==> src/rtl/quad_alu_pkg.sv <==
package quad_alu_pkg;

    localparam int ALU_W_DEF    = 32;
    localparam int CSEL_BLK_DEF = 8;

    typedef enum logic [1:0] {
        RS_PASS_B  = 2'b00,
        RS_SIGN    = 2'b01,
        RS_ARITH   = 2'b10,
        RS_BITWISE = 2'b11
    } res_sel_e;

    typedef enum logic [1:0] {
        BW_AND = 2'b00,
        BW_OR  = 2'b01,
        BW_XOR = 2'b10,
        BW_NOR = 2'b11
    } bw_op_e;

    typedef struct packed {
        logic ovf;
        logic zero;
    } alu_flags_t;

    // Signed overflow: both adder inputs share a sign the sum does not.
    function automatic logic sgn_ovf(input logic a_msb, input logic b_eff_msb,
                                     input logic s_msb);
        return (a_msb == b_eff_msb) && (s_msb != a_msb);
    endfunction

endpackage

==> src/rtl/quad_alu_addsub.sv <==
module quad_alu_addsub
    import quad_alu_pkg::*;
#(
    parameter int W   = ALU_W_DEF,
    parameter int BLK = CSEL_BLK_DEF
) (
    input  logic [W-1:0] a,
    input  logic [W-1:0] b,
    input  logic         sub,
    output logic [W-1:0] sum,
    output alu_flags_t   flags
);
    localparam int NB       = (BLK > 0) ? (W / BLK) : 1;
    localparam bit USE_CSEL = (BLK > 0) && (W % BLK == 0) && (NB > 1);

    logic [W-1:0] b_eff;
    assign b_eff = b ^ {W{sub}};

    generate
        if (USE_CSEL) begin : g_csel
            logic [NB-1:0] cy;
            assign cy[0] = sub;
            for (genvar k = 0; k < NB; k++) begin : g_blk
                if (k == NB - 1) begin : g_top
                    logic [BLK-1:0] t0;
                    assign t0 = a[k*BLK +: BLK] + b_eff[k*BLK +: BLK];
                    assign sum[k*BLK +: BLK] = cy[k] ? (t0 + BLK'(1)) : t0;
                end else begin : g_mid
                    logic [BLK:0] s_c0;
                    logic [BLK:0] s_c1;
                    assign s_c0 = {1'b0, a[k*BLK +: BLK]} + {1'b0, b_eff[k*BLK +: BLK]};
                    assign s_c1 = s_c0 + (BLK+1)'(1);
                    assign sum[k*BLK +: BLK] = cy[k] ? s_c1[BLK-1:0] : s_c0[BLK-1:0];
                    assign cy[k+1]           = cy[k] ? s_c1[BLK] : s_c0[BLK];
                end
            end
        end else begin : g_ripple
            assign sum = a + b_eff + W'(sub);
        end
    endgenerate

    assign flags.ovf  = sgn_ovf(a[W-1], b_eff[W-1], sum[W-1]);
    assign flags.zero = ~|sum;

endmodule

==> src/rtl/quad_alu_bitwise.sv <==
module quad_alu_bitwise
    import quad_alu_pkg::*;
#(
    parameter int W = ALU_W_DEF
) (
    input  logic [W-1:0] a,
    input  logic [W-1:0] b,
    input  bw_op_e       op,
    output logic [W-1:0] y
);
    always_comb begin
        unique case (op)
            BW_AND:  y = a & b;
            BW_OR:   y = a | b;
            BW_XOR:  y = a ^ b;
            BW_NOR:  y = ~(a | b);
            default: y = '0;
        endcase
    end
endmodule

==> src/rtl/quad_alu_outmux.sv <==
module quad_alu_outmux
    import quad_alu_pkg::*;
#(
    parameter int W = ALU_W_DEF
) (
    input  res_sel_e     sel,
    input  logic [W-1:0] pass_b,
    input  logic [W-1:0] arith,
    input  logic [W-1:0] bitwise,
    output logic [W-1:0] y
);
    always_comb begin
        unique case (sel)
            RS_PASS_B:  y = pass_b;
            RS_SIGN:    y = {{(W-1){1'b0}}, arith[W-1]};
            RS_ARITH:   y = arith;
            RS_BITWISE: y = bitwise;
            default:    y = '0;
        endcase
    end
endmodule

==> src/rtl/quad_alu.sv <==
module quad_alu
    import quad_alu_pkg::*;
#(
    parameter int DATA_W = ALU_W_DEF,
    parameter int BLK_W  = CSEL_BLK_DEF
) (
    input  logic [DATA_W-1:0] opnd_a,
    input  logic [DATA_W-1:0] opnd_b,
    input  logic [1:0]        res_sel,
    input  logic [1:0]        bit_op,
    input  logic              sub_en,
    output logic [DATA_W-1:0] result,
    output logic              ovf,
    output logic              zero
);
    logic [DATA_W-1:0] arith_y;
    logic [DATA_W-1:0] bw_y;
    alu_flags_t        flg;

    quad_alu_addsub #(.W(DATA_W), .BLK(BLK_W)) u_addsub (
        .a     (opnd_a),
        .b     (opnd_b),
        .sub   (sub_en),
        .sum   (arith_y),
        .flags (flg)
    );

    quad_alu_bitwise #(.W(DATA_W)) u_bitwise (
        .a  (opnd_a),
        .b  (opnd_b),
        .op (bw_op_e'(bit_op)),
        .y  (bw_y)
    );

    quad_alu_outmux #(.W(DATA_W)) u_outmux (
        .sel     (res_sel_e'(res_sel)),
        .pass_b  (opnd_b),
        .arith   (arith_y),
        .bitwise (bw_y),
        .y       (result)
    );

    assign ovf  = flg.ovf;
    assign zero = flg.zero;

endmodule

==> config.mk <==
export PLATFORM = sky130hd
export DESIGN_NAME = quad_alu
export DESIGN_NICKNAME = d
export VERILOG_FILES = /design/src/rtl/quad_alu_pkg.sv /design/src/rtl/quad_alu_addsub.sv /design/src/rtl/quad_alu_bitwise.sv /design/src/rtl/quad_alu_outmux.sv /design/src/rtl/quad_alu.sv
export SDC_FILE = /design/constraint.sdc
export NUM_CORES = 1
export LEC_CHECK = 0
export BUFFER_PORTS_ARGS = -buffer_cell sky130_fd_sc_hd__buf_2
export CELL_PAD_IN_SITES_DETAIL_PLACEMENT = 1
export CELL_PAD_IN_SITES_GLOBAL_PLACEMENT = 1
export CORE_MARGIN = 8
export CORE_UTILIZATION = 45
export DETAILED_ROUTE_END_ITERATION = 8
export GPL_TIMING_DRIVEN = 0
export PLACE_DENSITY_LB_ADDON = 0.1
export SYNTH_ARGS = -nofsm -noshare
export SYNTH_HDL_FRONTEND = slang
export SYNTH_SLANG_ARGS = --single-unit
==> constraint.sdc <==
create_clock -name vclk -period 14
set_input_delay 2.1 -clock vclk [all_inputs]
set_output_delay 2.1 -clock vclk [all_outputs]
set_load 0.01 [all_outputs]
==> summary.txt, run 1 <==
Synth
  • Count of cell types in the netlist: 66
  • Mapped Cells: 789
  • Cell taking the most area after synthesis: ha_1
  • Mapped Nets: 963
  • Sequential area share after synthesis: 0%
  • Yosys top cell area share: 23.8%
  • Post-Syn Area per Cell: 6.73 sq um
  • Ys Warns: 0
  • Synth top area cells: ha_1 (24%), o21ai_0 (8.6%), inv_1 (7.3%), xor2_1 (7.1%), nand2_1 (6.0%)
  • Netlist Area Pre-Place: 5310 sq um

Power
  • Pwr Density: 58.7 nW/um^2
  • Static Leak: 3.01 nW
  • Worst VDD drop: 26.9 uV

Detailed routing
  • 1st-pass router iterations: 4
  • Drt total wl: 21200 microns
  • Routed len/inst: 20.6 microns
  • DRC Markers: 0
  • Via count: 6125
  • Iter 0 DRT Violations: 287
  • ANT nets after route: 0
  • DR vias/cell: 5.95

Floorplan
  • Total Die Area: 15500 sq um
  • Die Ht: 125 microns
  • Initial Util: 46.3%
  • FP Rows: 39
  • IO Count: 103
  • Chip width: 125 microns
  • Core Area: 11500 sq um

GRT
  • Total track usage: 25.6%
  • Vias in the first global route: 6782
  • First-pass GRT wire length: 33500 microns
  • Largest net degree at the start of global routing: 11
  • Initial antenna violation count: 0
  • Total gr overflow: 0

Cells and area
  • Clock buffer cells: 0
  • Non-filler instance count after layout: 1030
  • Area occupied by registers: 0 sq um
  • Most frequent cells in the layout: inv_1 (103), buf_2 (101), ha_1 (101)
  • Syn-to-layout area delta: 12.6%
  • Most common cell after layout, fill and taps aside: inv_1
  • Fraction of layout instances using a drive strength above 1: 13.2%
  • FFs & Latches: 0
  • Ant diodes: 0
  • # nets final: 1063

STA
  • Endpoints failing setup: 0
  • Normalized max-slew margin: 33.8%
  • Count of final hold-check violations: 0
  • Max frequency: 97.9 MHz
  • Setup TNS: 0 ns
  • Final min period: 10.21 ns
  • Post-route clock period utilization: 72.9%
  • Worst Tran Pin Value: 0.993 ns
  • RSZ-0062 raised after global routing: no
  • Slew Limit Fails: 0

Min path
  • Worst min path class: input port to output port

Worst setup path
  • CP max FO: 10
  • Slowest stage cell, crit path: buf_1
  • Worst setup SP type: input port
  • Count of buffer and inverter cells on the critical path: 6
  • Critical path required time: 11.90 ns
  • Cells along the critical path: buf_2, buf_1, xor2_1, ha_1, inv_1, fa_1, inv_1, ha_1, nand2_1, a311oi_1, and4b_4, and4bb_1, xnor2_1, nand4_1, nand2b_1, buf_6, mux2_4, or4_1, or4_1, a2111oi_2, buf_2
  • Worst stage delay on the critical path: 0.74 ns
  • CP Class: input port to output port
  • Cell family with most CP delay: simple AND/OR/NAND/NOR gates
  • Crit path DAT: 8.11 ns
  • Setup crit end kind: output port

Outcome
  • Status: finished clean

Clocking
  • Post CTS Setup Buffer Count: 0
  • Hold buffers post-CTS: 0
  • Cts repair resizes: 0

Place
  • Port buffer count: 98
  • Final GP Congestion: 0.915
  • HPWL after DPL: 17100 microns
  • Placed cell count: 1030

Flow run
  • Max cap viols: 0
-- area by class of cell --
type	count	area, sq um
plain buffers	41	165
well taps	143	179
repair buffers	98	490
inverters	103	387
multi-input cells	645	4760
fillers	1590	5490
-- final timing paths --
check	startpoint	endpoint	slack [ns]	depth (start not counted)
min	opnd_b[28]	result[28]	4.55	4
max	sub_en	zero	3.79	21
-- kinds of logic after synthesis --
group | synth area share (%)
simple gates | 20.6
mux | 2.57
buf+inv | 10.4
fa+ha+maj | 25.3
compound gates | 27.5
xor+xnor | 13.6
-- cell usage after synthesis, drive strengths merged, types with 4 or more instances --
cell    instances
inv           103
ha            101
o21ai          94
nand2          85
nor2           52
xor2           45
xnor2          36
a21oi          34
clkbuf         30
nor2b          26
a22o           24
o211ai         13
buf            11
mux2i          11
nand3          10
nor3           10
a21o            9
o311ai          9
a211oi          6
nand2b          6
nor4            6
a31oi           5
fa              4
nand3b          4
o21bai          4
o31ai           4
-- routing by layer --
layer	wire, microns	vias to the layer above	part of all wire, %	track usage [%]
met4	633	0	3.0	8.93
met5	0	-	0	0
li1	-	2910	-	-
met1	8740	2968	41	28.9
met2	10900	193	52	49.1
met3	896	54	4.2	1.83
-- stage by stage --
step	power [mW]	instance area (sq um)	hold WS, ns	util, %	setup slack, ns
floorplan	0.241	5310	4.32	-	5.10
global placement	0.327	5980	4.54	52.1	4.10
detailed placement	0.344	5980	4.55	52.1	3.87
CTS	0.347	5980	4.55	52.1	3.88
global route	0.384	5980	4.56	52.1	3.63
finish	0.351	5980	4.55	52.1	3.79
-- where the power goes --
group / internal, mW / switching, mW
logic: 0.137 / 0.214
registers: 0 / 0
clock network: 0 / 0
Power figures use the tool's default switching activity.
==> run 2: changes to the inputs <==
ABC_AREA = 1   (was not set)
CORE_UTILIZATION = 41   (was 45)
clock period = 10.62 ns   (was 14 ns; I/O delays follow)
==> run 2 against run 1 <==
  * Setup slack got worse by 0.68 ns
  * Die area grew 11%
  * Synthesized area increased by 3.0%
==> summary.txt, run 2 <==
Worst setup path
  • CP Class: input port to output port
  • CP max FO: 10
  • Worst setup SP type: input port
  • Cell family with most CP delay: buffers and inverters
  • Count of buffer and inverter cells on the critical path: 7
  • Slowest stage cell, crit path: buf_1
  • Worst stage delay on the critical path: 0.84 ns
  • Setup crit end kind: output port
  • Crit path DAT: 5.92 ns
  • Critical path required time: 9.03 ns

Detailed routing
  • DR vias/cell: 5.21
  • 1st-pass router iterations: 5
  • Drt total wl: 19900 microns
  • DR top layer: met4
  • Routed len/inst: 16.7 microns
  • DR WL met2: 9330 microns
  • Iter 0 DRT Violations: 309
  • DRC Markers: 0
  • Routed wl met3: 680 microns
  • ANT nets after route: 0
  • Via count: 6202
  • DRT met1 WL: 9670 microns

GRT
  • Largest net degree at the start of global routing: 11
  • Initial antenna violation count: 0
  • Total gr overflow: 0
  • Vias in the first global route: 6338
  • Total track usage: 22.3%
  • First-pass GRT wire length: 32700 microns

Synth
  • Area share of fa/ha/maj cells after synthesis: 24.6%
  • Mapped Cells: 913
  • Mux share of post-synthesis cell area: 0.915%
  • Yosys top cell area share: 23.1%
  • Mapped Nets: 1087
  • Post-synth top cells: nand2_1 (219), inv_1 (156), ha_1 (101)
  • Synth top area cells: ha_1 (23%), nand2_1 (15%), inv_1 (11%), xor2_1 (9.9%), nand3_1 (6.8%)
  • Post-Synth XOR/XNOR Area: 11.8%
  • Compound-Gate Fraction of Synth Area: 14.2%
  • Netlist Area Pre-Place: 5470 sq um
  • Post-Syn Area per Cell: 5.99 sq um
  • Cell taking the most area after synthesis: ha_1
  • Sequential area share after synthesis: 0%
  • Largest family of logic cells by synthesized area: simple AND/OR/NAND/NOR gates
  • Count leader, synth: nand2_1
  • Simple-gate area share of the yosys netlist: 35.0%
  • Ys Warns: 0
  • Count of cell types in the netlist: 42

Floorplan
  • Total Die Area: 17300 sq um
  • FP Rows: 42
  • IO Count: 103
  • Die Ht: 132 microns
  • Core Area: 13100 sq um
  • Initial Util: 41.6%
  • Chip width: 132 microns

Power
  • Comb pwr share: 100.0%
  • Sequential share of power: 0%
  • Internal cell power: 0.174 mW
  • Switching Share: 64.7%
  • Net Sw Power: 0.318 mW
  • Static Leak: 3.49 nW
  • Clock Power Share: 0%
  • Worst VDD drop: 41.8 uV
  • Pwr Density: 79.4 nW/um^2

Min path
  • HP Start: opnd_b[12]
  • Worst min path class: input port to output port
  • Hold Path End: result[12]
  • Hold Path Cell Cnt: 4

Cells and area
  • Clock buffer cells: 0
  • Final Cell Area: 6200 sq um
  • Most frequent cells in the layout: nand2_1 (219), inv_1 (156), buf_2 (102)
  • # nets final: 1190
  • Area occupied by registers: 0 sq um
  • FFs & Latches: 0
  • Ant diodes: 0
  • Most common cell after layout, fill and taps aside: nand2_1
  • Non-filler instance count after layout: 1190
  • Fillers: 1918
  • Fraction of layout instances using a drive strength above 1: 14.9%
  • Multi-input combinational cell area: 4730 sq um
  • Syn-to-layout area delta: 13.3%

STA
  • Setup TNS: 0 ns
  • Post-route clock period utilization: 70.7%
  • Count of final hold-check violations: 0
  • Final min period: 7.51 ns
  • Max frequency: 133 MHz
  • Endpoints failing setup: 0
  • Slew Limit Fails: 0
  • Setup ws final: 3.11 ns
  • RSZ-0062 raised after global routing: no
  • Worst Tran Pin Value: 1.09 ns
  • Normalized max-slew margin: 27.5%

Place
  • DP Worst Slack: 3.07 ns
  • Placed cell areas: 6200 sq um
  • Port buffer count: 101
  • HPWL after DPL: 16600 microns
  • Placed cell count: 1190
  • Final GP Congestion: 0.835

Clocking
  • Post CTS Setup Buffer Count: 0
  • Cts repair resizes: 0
  • Hold buffers post-CTS: 0

Outcome
  • Status: finished clean

Flow run
  • Max cap viols: 0
## run 2: cell types whose count changed in the layout (fill, tap and decap cells not counted), moves of 14 or more
| cell | change |
|---|---|
| xnor2_1 | -24 |
| nand3_1 | +64 |
| o221ai_1 | +20 |
| xor2_1 | +19 |
| nand2_2 | +14 |
| o21ai_0 | -55 |
| a21oi_1 | +23 |
| nor2b_1 | -26 |
| a22o_1 | -24 |
| nand2_1 | +134 |
| inv_1 | +53 |
## run 2: layout make-up
type / instances / area share, %
multi-input combinational: 721 / 76.4
inverter: 161 / 9.75
timing repair buffer: 101 / 8.16
tap: 176 / 3.55
buffer: 31 / 2.14
## run 2: logic make-up (layout without fill, tap and decap cells)
| logic type | count (synthesis) | in the layout |
|---|---|---|
| buffers and inverters | 192 | 293 |
| AND/OR/NAND/NOR | 406 | 406 |
| XOR/XNOR | 74 | 74 |
| AO/OA/AOI/OAI | 131 | 131 |
| multiplexers | 5 | 5 |
| adder cells (fa/ha/maj) | 105 | 105 |
## run 2: through the flow
stage               hold slack [ns]  power (mW)  util [%]
CTS                            3.56       0.494      47.2
detailed placement             3.55       0.490      47.2
global route                   3.58       0.557      47.2
global placement               3.55       0.481      47.2
floorplan                      3.32       0.349         -
finish                         3.55       0.492      47.2
## run 2: how the worst max path moves through the flow
stage                       from    to  slack [ns]  depth (start not counted)
after CTS                 sub_en  zero        3.04                         25
after detailed placement  sub_en  zero        3.07                         25
final                     sub_en  zero        3.11                         25
after global routing      sub_en  zero        2.73                         25
after floorplan           sub_en  zero        4.12                         26
after global placement    sub_en  zero        3.12                         25
## run 2: layer usage
layer / vias up / track usage (%)
li1: 3145 / -
met1: 2922 / 30.3
met2: 119 / 38.4
met3: 16 / 1.83
met4: 0 / 2.81
met5: - / 0
## run 2: power groups by stage
stage | Sequential (mW) | Combinational, mW | Clock [mW]
2_1_floorplan | 0 | 0.349 | 0
3_3_place_gp | 0 | 0.481 | 0
3_5_place_dp | 0 | 0.490 | 0
4_1_cts | 0 | 0.494 | 0
5_1_grt | 0 | 0.557 | 0
6_report | 0 | 0.492 | 0
==> run 3: changes to the inputs <==
CORE_UTILIZATION = 37   (was 41)
clock period = 6.4 ns   (was 10.62 ns; I/O delays follow)
==> run 3 against run 2 <==
  * Flip-flop and latch count unchanged
  * Worst hold slack worse by 1.3 ns
  * Wire length up 2.1%
  * Highest routed layer unchanged
  * Count of clock-buffer cells in the layout unchanged
  * Cell area up 0.22%
  * Core utilization down 4.3 points
  * Setup slack worse by 2.8 ns
  * Final cell count up 0.76%
  * Largest power group unchanged
  * Via count down 1.2%
  * Critical path type unchanged
  * Global-route usage down 1.1 points
==> summary.txt, run 3 (synthesized netlist as in run 2, its figures left out) <==
Outcome
  • Status: finished clean

GRT
  • First-pass GRT wire length: 32300 microns
  • Vias in the first global route: 6084
  • Total track usage: 21.2%
  • Initial antenna violation count: 1
  • Total gr overflow: 0
  • Largest net degree at the start of global routing: 11

Worst setup path
  • CP Class: input port to output port
  • Setup crit end kind: output port
  • Cells along the critical path: buf_2, buf_1, xnor2_1, fa_1, inv_1, ha_1, nand2_1, nor2_4, nand3_4, nor2_8, nand3_4, nand2_4, nand2_1, nand2_1, nand2_2, nand2_8, nand2_1, o21ai_1, nand2_1, nor2_1, nand3_1, nor2_1, buf_2
  • Crit. Startpoint: sub_en
  • Worst setup SP type: input port
  • Worst stage delay on the critical path: 0.73 ns
  • Crit path DAT: 5.11 ns
  • Slowest stage cell, crit path: buf_1
  • Critical path destination: zero
  • CP max FO: 10
  • CP most frequent cell: nand2_1
  • Critical path required time: 5.44 ns

Cells and area
  • Most frequent cells in the layout: nand2_1 (219), inv_1 (156), buf_2 (102)
  • Most common cell after layout, fill and taps aside: nand2_1
  • Fraction of layout instances using a drive strength above 1: 15.0%
  • FFs & Latches: 0
  • Non-filler instance count after layout: 1199
  • Fillers: 2088
  • Syn-to-layout area delta: 13.5%
  • Area occupied by registers: 0 sq um
  • Clock buffer cells: 0
  • Layout Utilization: 42.9%
  • # nets final: 1190

Place
  • HPWL after DPL: 17000 microns
  • Final GP Congestion: 0.819
  • Placed cell count: 1198
  • Port buffer count: 101

STA
  • Slew Limit Fails: 0
  • Final min period: 6.07 ns
  • RSZ-0062 raised after global routing: no
  • Normalized max-slew margin: 34.1%
  • Worst Tran Pin Value: 0.989 ns
  • Setup TNS: 0 ns
  • Max frequency: 165 MHz
  • Count of final hold-check violations: 0
  • Hold WS: 2.28 ns
  • Post-route clock period utilization: 94.9%
  • Endpoints failing setup: 0

Detailed routing
  • Iter 0 DRT Violations: 235
  • DRC Markers: 0
  • ANT nets after route: 0
  • Routed len/inst: 17.0 microns
  • Via count: 6130
  • DR vias/cell: 5.11
  • 1st-pass router iterations: 5
  • Drt total wl: 20300 microns

Power
  • Comb pwr share: 100.0%
  • Internal cell power: 0.288 mW
  • Worst VDD drop: 45.9 uV
  • Net Sw Power: 0.531 mW
  • Static Leak: 3.49 nW
  • Clock Power Share: 0%
  • Switching Share: 64.8%
  • Pwr Density: 132 nW/um^2
  • Sequential share of power: 0%

Floorplan
  • Initial Util: 37.8%
  • Chip width: 138 microns
  • IO Count: 103
  • FP Rows: 44
  • Die Ht: 138 microns
  • Core Area: 14500 sq um
  • Total Die Area: 18900 sq um

Flow run
  • Max cap viols: 0

Clocking
  • Post CTS Setup Buffer Count: 0

Min path
  • Worst min path class: input port to output port
run 3: what timing repair did:
action | 4_1_cts | 5_1_grt
resized for setup | 0 | 2
hold buffers | 0 | 0
endpoints found under the setup margin | 0 | 10
run 3: power by group through the flow:
stage                       Clock [mW]  Sequential (mW)  Combinational [mW]
after global placement               0                0               0.804
after CTS                            0                0               0.823
after detailed placement             0                0               0.818
final                     0.0000000209                0               0.819
after floorplan                      0                0               0.579
after global routing      0.0000000209                0               0.925
run 3: cell type report:
cell class                 count  area [sq um]  area share, %
multi-input combinational    721          4730           76.2
antenna                        1          2.50         0.0403
timing repair buffer         101           505           8.14
inverter                     161           604           9.73
buffer                        31           134           2.16
tap                          184           230           3.71
run 3: through the flow:
step / power (mW) / worst slack (ns) / instance area [sq um]
after detailed placement: 0.818 / 0.0482 / 6210
after global routing: 0.925 / 0.000663 / 6210
after global placement: 0.804 / 0.111 / 6210
after CTS: 0.823 / 0.0298 / 6210
final: 0.819 / 0.329 / 6210
after floorplan: 0.579 / 1.17 / 5470
run 3: layer usage:
| layer | track usage [%] | up-vias | share of wire [%] | wire, microns |
|---|---|---|---|---|
| li1 | - | 3143 | - | - |
| met1 | 29.8 | 2874 | 49 | 9950 |
| met2 | 36.0 | 104 | 47 | 9520 |
| met3 | 0.985 | 9 | 3.3 | 666 |
| met4 | 1.87 | 0 | 0.96 | 195 |
| met5 | 0 | - | 0 | 0 |
run 3: worst max-delay path, delay by kind of cell:
kind            cells  cell delay, ns
simple gates       15            1.85
xor+xnor            1            0.24
fa+ha+maj           2            0.67
compound gates      1            0.15
buf+inv             4            1.20
run 3: how the worst min path moves through the flow:
stage                     from          to  slack, ns  cells past startpoint
CTS                 opnd_b[18]  result[18]       2.29                      4
global route         opnd_b[8]   result[8]       2.32                      4
global placement    opnd_b[18]  result[18]       2.29                      4
finish              opnd_b[18]  result[18]       2.28                      4
floorplan           opnd_b[23]  result[23]       2.05                      2
detailed placement   opnd_b[8]   result[8]       2.29                      4
